## src/rtl/ldpc_seq_pkg.sv

```systemverilog
package ldpc_seq_pkg;

  localparam int ROW_GRPS  = 4;
  localparam int LEAD_ROWS = 2;
  localparam int COL_SUBS  = 3;
  localparam int COL_GRPS  = ROW_GRPS - 1;
  localparam int STEPS     = ROW_GRPS + COL_GRPS * COL_SUBS;
  localparam int STEP_W    = $clog2(STEPS);
  localparam int GRP_W     = 2;
  localparam int BLOCK     = COL_SUBS + 1;

  typedef enum logic [1:0] {
    SQ_IDLE  = 2'd0,
    SQ_ISSUE = 2'd1,
    SQ_WAIT  = 2'd2,
    SQ_FIN   = 2'd3
  } seq_state_t;

  typedef struct packed {
    logic             is_col;
    logic [GRP_W-1:0] row_grp;
    logic [GRP_W-1:0] col_grp;
    logic [GRP_W-1:0] col_sub;
  } step_info_t;

  // Two leading row steps, then blocks of (COL_SUBS column sub-steps + one row step).
  function automatic step_info_t decode_step(input logic [STEP_W-1:0] idx);
    step_info_t s;
    int j;
    s = '0;
    if (int'(idx) < LEAD_ROWS) begin
      s.row_grp = GRP_W'(idx);
    end else begin
      j = int'(idx) - LEAD_ROWS;
      if ((j % BLOCK) == COL_SUBS) begin
        s.row_grp = GRP_W'(j / BLOCK + LEAD_ROWS);
      end else begin
        s.is_col  = 1'b1;
        s.col_grp = GRP_W'(j / BLOCK);
        s.col_sub = GRP_W'(j % BLOCK);
      end
    end
    return s;
  endfunction

endpackage

```

## src/rtl/ldpc_iter_ctrl.sv

```systemverilog
module ldpc_iter_ctrl #(
  parameter int MAX_ITER = 10,
  parameter int ITER_W   = $clog2(MAX_ITER + 1)
) (
  input  logic              clk,
  input  logic              rst_n,
  input  logic              clr_i,
  input  logic              inc_i,
  output logic [ITER_W-1:0] cnt_o,
  output logic              at_last_o
);

  logic [ITER_W-1:0] cnt_q;
  logic [ITER_W-1:0] cnt_d;
  logic              cnt_en;

  always_comb begin
    cnt_en = clr_i | inc_i;
    cnt_d  = cnt_q;
    if (clr_i)      cnt_d = '0;
    else if (inc_i) cnt_d = cnt_q + 1'b1;
  end

  always_ff @(posedge clk or negedge rst_n) begin
    if (!rst_n)      cnt_q <= '0;
    else if (cnt_en) cnt_q <= cnt_d;
  end

  assign cnt_o     = cnt_q;
  assign at_last_o = (cnt_q == ITER_W'(MAX_ITER - 1));

endmodule

```

## src/rtl/ldpc_unit_drive.sv

```systemverilog
module ldpc_unit_drive
  import ldpc_seq_pkg::*;
#(
  parameter int LANES        = 8,
  parameter int CHK_PER_LANE = 3,
  parameter int BIT_PER_LANE = 6,
  parameter int BETA_BANKS   = 18,
  parameter int CHK_W        = LANES * CHK_PER_LANE,
  parameter int BIT_W        = LANES * BIT_PER_LANE,
  parameter int BANK_W       = $clog2(BETA_BANKS)
) (
  input  logic              active_i,
  input  step_info_t        info_i,
  output logic [CHK_W-1:0]  chk_en_o,
  output logic [BIT_W-1:0]  bit_en_o,
  output logic [BANK_W-1:0] bank_sel_o
);

  localparam int BANKS_PER_GRP = BETA_BANKS / COL_GRPS;
  localparam int BANKS_PER_SUB = BANKS_PER_GRP / COL_SUBS;

  logic row_on;
  logic col_on;

  assign row_on = active_i & ~info_i.is_col;
  assign col_on = active_i &  info_i.is_col;

  for (genvar ln = 0; ln < LANES; ln++) begin : g_lane
    assign chk_en_o[ln*CHK_PER_LANE +: CHK_PER_LANE] = {CHK_PER_LANE{row_on}};
    assign bit_en_o[ln*BIT_PER_LANE +: BIT_PER_LANE] = {BIT_PER_LANE{col_on}};
  end

  always_comb begin
    bank_sel_o = '0;
    if (col_on)
      bank_sel_o = BANK_W'(BANKS_PER_GRP * int'(info_i.col_grp)
                         + BANKS_PER_SUB * int'(info_i.col_sub));
  end

endmodule

```

## src/rtl/ldpc_sched_seq.sv

```systemverilog
module ldpc_sched_seq
  import ldpc_seq_pkg::*;
#(
  parameter int LANES        = 8,
  parameter int CHK_PER_LANE = 3,
  parameter int BIT_PER_LANE = 6,
  parameter int BETA_BANKS   = 18,
  parameter int MAX_ITER     = 10,
  parameter int CHK_W        = LANES * CHK_PER_LANE,
  parameter int BIT_W        = LANES * BIT_PER_LANE,
  parameter int BANK_W       = $clog2(BETA_BANKS),
  parameter int ITER_W       = $clog2(MAX_ITER + 1)
) (
  input  logic              clk,
  input  logic              rst_n,
  input  logic              start_i,
  input  logic              step_done_i,
  input  logic              parity_ok_i,
  output logic              row_go_o,
  output logic              col_go_o,
  output logic [1:0]        row_grp_o,
  output logic [1:0]        col_grp_o,
  output logic [1:0]        col_sub_o,
  output logic [CHK_W-1:0]  chk_en_o,
  output logic [BIT_W-1:0]  bit_en_o,
  output logic [BANK_W-1:0] bank_sel_o,
  output logic              busy_o,
  output logic              done_o,
  output logic              converged_o,
  output logic [ITER_W-1:0] iter_cnt_o
);

  localparam logic [STEP_W-1:0] LAST_STEP = STEP_W'(STEPS - 1);

  // reset: asynchronous assertion, synchronous release
  logic rst_m1_q, rst_m2_q, rst_int_n;
  always_ff @(posedge clk or negedge rst_n) begin
    if (!rst_n) begin
      rst_m1_q <= 1'b0;
      rst_m2_q <= 1'b0;
    end else begin
      rst_m1_q <= 1'b1;
      rst_m2_q <= rst_m1_q;
    end
  end
  assign rst_int_n = rst_m2_q;

  seq_state_t        state_q, state_d;
  logic [STEP_W-1:0] step_q, step_d;
  logic              conv_q, conv_d;
  logic              iter_clr, iter_inc, at_last;
  logic              active;
  step_info_t        info;

  // next-state logic
  always_comb begin
    state_d  = state_q;
    step_d   = step_q;
    conv_d   = conv_q;
    iter_clr = 1'b0;
    iter_inc = 1'b0;
    unique case (state_q)
      SQ_IDLE, SQ_FIN: begin
        if (start_i) begin
          state_d  = SQ_ISSUE;
          step_d   = '0;
          conv_d   = 1'b0;
          iter_clr = 1'b1;
        end
      end
      SQ_ISSUE: state_d = SQ_WAIT;
      SQ_WAIT: begin
        if (step_done_i) begin
          if (step_q == LAST_STEP) begin
            iter_inc = 1'b1;
            if (parity_ok_i || at_last) begin
              state_d = SQ_FIN;
              conv_d  = parity_ok_i;
            end else begin
              state_d = SQ_ISSUE;
              step_d  = '0;
            end
          end else begin
            state_d = SQ_ISSUE;
            step_d  = step_q + 1'b1;
          end
        end
      end
      default: state_d = SQ_IDLE;
    endcase
  end

  // registers
  always_ff @(posedge clk or negedge rst_int_n) begin
    if (!rst_int_n) begin
      state_q <= SQ_IDLE;
      step_q  <= '0;
      conv_q  <= 1'b0;
    end else begin
      state_q <= state_d;
      step_q  <= step_d;
      conv_q  <= conv_d;
    end
  end

  ldpc_iter_ctrl #(
    .MAX_ITER (MAX_ITER),
    .ITER_W   (ITER_W)
  ) u_iter (
    .clk       (clk),
    .rst_n     (rst_int_n),
    .clr_i     (iter_clr),
    .inc_i     (iter_inc),
    .cnt_o     (iter_cnt_o),
    .at_last_o (at_last)
  );

  assign info   = decode_step(step_q);
  assign active = (state_q == SQ_ISSUE) || (state_q == SQ_WAIT);

  ldpc_unit_drive #(
    .LANES        (LANES),
    .CHK_PER_LANE (CHK_PER_LANE),
    .BIT_PER_LANE (BIT_PER_LANE),
    .BETA_BANKS   (BETA_BANKS),
    .CHK_W        (CHK_W),
    .BIT_W        (BIT_W),
    .BANK_W       (BANK_W)
  ) u_drive (
    .active_i   (active),
    .info_i     (info),
    .chk_en_o   (chk_en_o),
    .bit_en_o   (bit_en_o),
    .bank_sel_o (bank_sel_o)
  );

  assign row_go_o    = (state_q == SQ_ISSUE) && !info.is_col;
  assign col_go_o    = (state_q == SQ_ISSUE) &&  info.is_col;
  assign row_grp_o   = active ? info.row_grp : '0;
  assign col_grp_o   = active ? info.col_grp : '0;
  assign col_sub_o   = active ? info.col_sub : '0;
  assign busy_o      = active;
  assign done_o      = (state_q == SQ_FIN);
  assign converged_o = conv_q;

endmodule

```

## config.mk

```make
export PLATFORM = sky130hd
export DESIGN_NAME = ldpc_sched_seq
export DESIGN_NICKNAME = d
export VERILOG_FILES = /design/src/rtl/ldpc_seq_pkg.sv /design/src/rtl/ldpc_iter_ctrl.sv /design/src/rtl/ldpc_unit_drive.sv /design/src/rtl/ldpc_sched_seq.sv
export SDC_FILE = /design/constraint.sdc
export NUM_CORES = 1
export LEC_CHECK = 0
export ABC_AREA = 1
export BUFFER_PORTS_ARGS = -buffer_cell sky130_fd_sc_hd__buf_2
export CORE_MARGIN = 2
export CORE_UTILIZATION = 40
export CTS_BUF_LIST = sky130_fd_sc_hd__clkbuf_4
export CTS_CLUSTER_SIZE = 20
export DETAILED_ROUTE_END_ITERATION = 8
export PLACE_DENSITY = 0.76
export SYNTH_ARGS = -nofsm -noshare
export SYNTH_HDL_FRONTEND = slang
export SYNTH_HIERARCHICAL = 1
export SYNTH_SLANG_ARGS = --single-unit
```

## constraint.sdc

```tcl
create_clock -name clk -period 2.3 [get_ports clk]
set_clock_uncertainty 0.1 [all_clocks]
set_input_delay 0.115 -clock clk [delete_from_list [all_inputs] [get_ports clk]]
set_output_delay 0.115 -clock clk [all_outputs]
set_load 0.05 [all_outputs]
```

# Yosys cells after proc, flatten, opt, wreduce, memory -nomap -nowiden
# Cells that the tools add are included.
# totals
out_inout_bits,92
regBits,13
word_cells,76
# op_classes
mul,1
add_sub_neg,6
eq_ne,11
muxes,32
order_cmp,1
reduce_logical,14
bitwise,5
# op_table
cell,count
4-bit two-way mux,8
2-bit two-way mux,9
1-bit two-way mux,11
4-bit by 1-bit adder with 4-bit output (second input constant),2
4-bit equality test (second input constant),2
2-bit != test (second input constant),4
4-bit case mux with 2 select lines,1
2-bit case mux with 3 select lines,1
5-bit by 4-bit adder with 5-bit output,1
5-bit two-way mux,1
5-bit AND reduction,1
4-bit by 2-bit subtractor with 5-bit output (second input constant),1
2-bit equality test (second input constant),2
4-bit by 2-bit less-than comparator with 1-bit output (second input constant),1
2-bit by 2-bit multiplier with 4-bit output (first input constant),1
2-bit AND reduction,2
4-bit AND reduction,1
2-bit nonzero test,2
2-bit OR reduction,2
1-bit AND,3
3-bit equality test (second input constant),1
3-bit != test (second input constant),1
2-bit by 1-bit adder with 2-bit output,1
2-bit adder (second input constant),1
8 further kinds,10

# Logic depth before layout (Yosys ltp)
# logic_depth
ltp_word,9
ltp_mapped,16

# Cells and area by module
# Netlist, hierarchy kept.
# modules_own_cells
mod,cells_each,area_each_um2,seq_area_each_um2,instances
ldpc_sched_seq,123,830.8,225.2,1
ldpc_unit_drive,98,701.9,0.0,1
ldpc_iter_ctrl,27,225.2,100.1,1

# Worst setup path after synthesis
# OpenSTA, ideal clock, no wires.
# synth_path
path_kind,register to output
from,register step_q[1]
to,output port bank_sel_o[2]
setup_slack_ps,-812
arrival_ps,2897
required_ps,2085
path_buffers,0
stages_incl_launch_ff,13
path_cell_list,dfrtp_1 inv_1 ha_1 inv_1 ha_1 inv_1 nor2_1 inv_1 ha_1 inv_1 fa_1 inv_1 nor2_1
# synth_lines
item,line,text
from (decl),ldpc_sched_seq.sv:49,"logic [STEP_W-1:0] step_q, step_d;"
from (signal assigned),ldpc_sched_seq.sv:101,step_q <= step_d;
to (decl),ldpc_sched_seq.sv:26,"output logic [BANK_W-1:0] bank_sel_o,"

==> flow_summary.yaml <==
power_and_ir_drop:
  swShare: 0.5724
  p_clk_frac: 0.026
  pwr-share-seq: 0.049
  p_switching_mw: 3.842
  p_total_mw: 6.713
  p_per_area_nw_per_um2: 1707
  combPwrFrac: 0.925
  p_int_mw: 2.870
  irDropWorstVdd_mv: 1.986
  total_leakage_power_nw: 1.825
detailed_routing:
  wirelength_um: 10980
  num_vias: 2199
  post_drt_wl_per_cell_um: 28.29
  ant_nets: 0
  drcViolationCount: 0
  drt_iter0_drc: 227
  drtPass1Iterations: 5
  via_per_inst: 5.668
finish:
  final_cells: 388
  final_util: 0.9158
  fin_nets: 362
  diodes: 0
  area_growth_pct: 124.7
  fin_area_um2: 3933
  drive_gt1_frac: 0.6607
sta:
  max_freq_mhz: 314.8
  whs_ps: 47.94
  period_minus_slack_ps: 3177
  period_share: 1.381
  tightest_slew_ps: 555.9
  hold_viol: 0
  setup_violations: 84
  worst_slack_ps: -876.6
  drv_slew: 0
  max_slew_margin: 0.6265
  tns_ps: -52910
  rsz0062_at_grt: "true"
global_routing:
  grt_pass1_wl_um: 12880
  grt_overflow_total: 0
  grt_use_total: 0.3498
  grt.met3_usage: 0.05628
  antenna_found_initial: 0
  grt_busiest_layer: "met2"
  grt_max_degree: 12
  first_global_vias: 1963
  grt.met1_usage: 0.4946
  gr-usage-met2: 0.5524
clocking:
  cts_made_buffers: 3
  worstSkewPairLatency_ps: 310
  htreeDepth: 1
  clk_pin_slew_worst_paths_ps: 100
  root_buffer: "clkbuf_4"
  tritoncts: "done"
  clockBufferDepth: 2
  cts_sinks: 13
floorplanning:
  fp.dieH_um: 70.15
  initial_core_util: 0.4076
  pin_count: 97
  rows: 24
  core_area_um2: 4294
  fp.dieW_um: 70.15
  fp.dieArea_um2: 4921
setup_path:
  worstPathRequired_ps: 2090
  cp_slowest_cell: "fa_2"
  r2r_slack_ps: -10
  cp-start-kind: "flop"
  critPathCaptureType: "output pin"
  path_max_fanout: 2
  worstSetupPathType: "flop to output pin"
  max_stage_delay_ps: 560
  path_buf_inv: 5
  critical_path.top_delay_family: "adder cells"
  path_cells: "buf_4 -> nor2_1 -> nand2_2 -> inv_2 -> ha_4 -> xor2_4 -> nor2_4 -> ha_4 -> inv_4 -> fa_2 -> inv_2 -> nor2_4 -> buf_8"
  crit_arrival_ps: 2960
logic_synthesis:
  netlist_area_um2: 1750
  synth_area_per_cell_um2: 7.116
  syn_inst: 246
  synth_nets: 271
  synth_warnings: 6
place:
  place_congestion: 0.7791
  dp_cells: 337
  dp_hpwl_um: 2720
  dpl-instance-area_um2: 1962
  numPortBuffers: 95
  dp_slack_ps: -374.2
outcome:
  status: "complete, but fails checks"
  violations: "negative setup slack"
flow_run:
  drv_cap: 0
min_path:
  worstHoldPathType: "input pin to async pin"
-- path summary, 6_finish.rpt --
kind,from,cells after the start,to
hold reg to reg,rst_int_n,0,state_q[1]
hold / removal,rst_n,2,rst_int_n
setup reg to reg,step_q[1],10,u_iter/cnt_o[3]
min in group clk,start_i,6,u_iter/cnt_o[2]
setup / recovery,step_q[2],13,bank_sel_o[2]
max in group asynchronous,rst_int_n,0,step_q[1]
-- cell type report --
| class | count | area, µm² |
|---|---|---|
| Clock buffer | 4 | 30.03 |
| Fill cell | 122 | 361.6 |
| Inverter | 33 | 138.9 |
| Multi-Input combinational cell | 126 | 1037 |
| Sequential cell | 13 | 327.8 |
| Tap cell | 52 | 65.06 |
| Timing Repair Buffer | 160 | 2333 |
-- timing repair --
action,in CTS,in global routing
hold buffers,2,0
gates resized for setup,312,49
endpoints found under the setup margin,77,83
buffers inserted,29,12
pin swaps,5,7
hold endpoints to repair,3,0
cloned,7,0
-- power groups by stage --
stage / logic (mW) / clock network (mW) / registers [mW]
after global placement: 3.28 / 0 / 0.313
after global routing: 6.27 / 0.181 / 0.333
final: 6.21 / 0.174 / 0.331
after floorplan: 3.23 / 0 / 0.352
after CTS: 5.29 / 0.161 / 0.312
after detailed placement: 3.31 / 0 / 0.317
-- placed cells by master, fill, tap and decap left out, types with 4 or more instances in the layout --
master	instances
nor2_1	10
inv_1	19
buf_12	67
inv_2	9
buf_4	33
buf_8	26
a21oi_1	4
dfrtp_1	11
clkbuf_4	4
ha_4	8
nor2_4	12
buf_6	17
nand2_1	40
nor2_2	6
buf_2	12
nand3_1	9
ha_1	11
-- flip-flops by register name, indices dropped and copies added (netlist names) --
register / count
step_q: 4
u_iter/cnt_o: 4
state_q: 2
converged_o: 1
rst_int_n: 1
rst_m1_q: 1
-- per-layer routing --
layer	share of wire	vias up	wire length (µm)
met5	0	-	0
met1	0.40	1034	4337
met3	0.11	70	1172
li1	-	856	-
met2	0.43	239	4715
met4	0.068	0	750
Note: power is estimated with default switching activity, not from simulation.
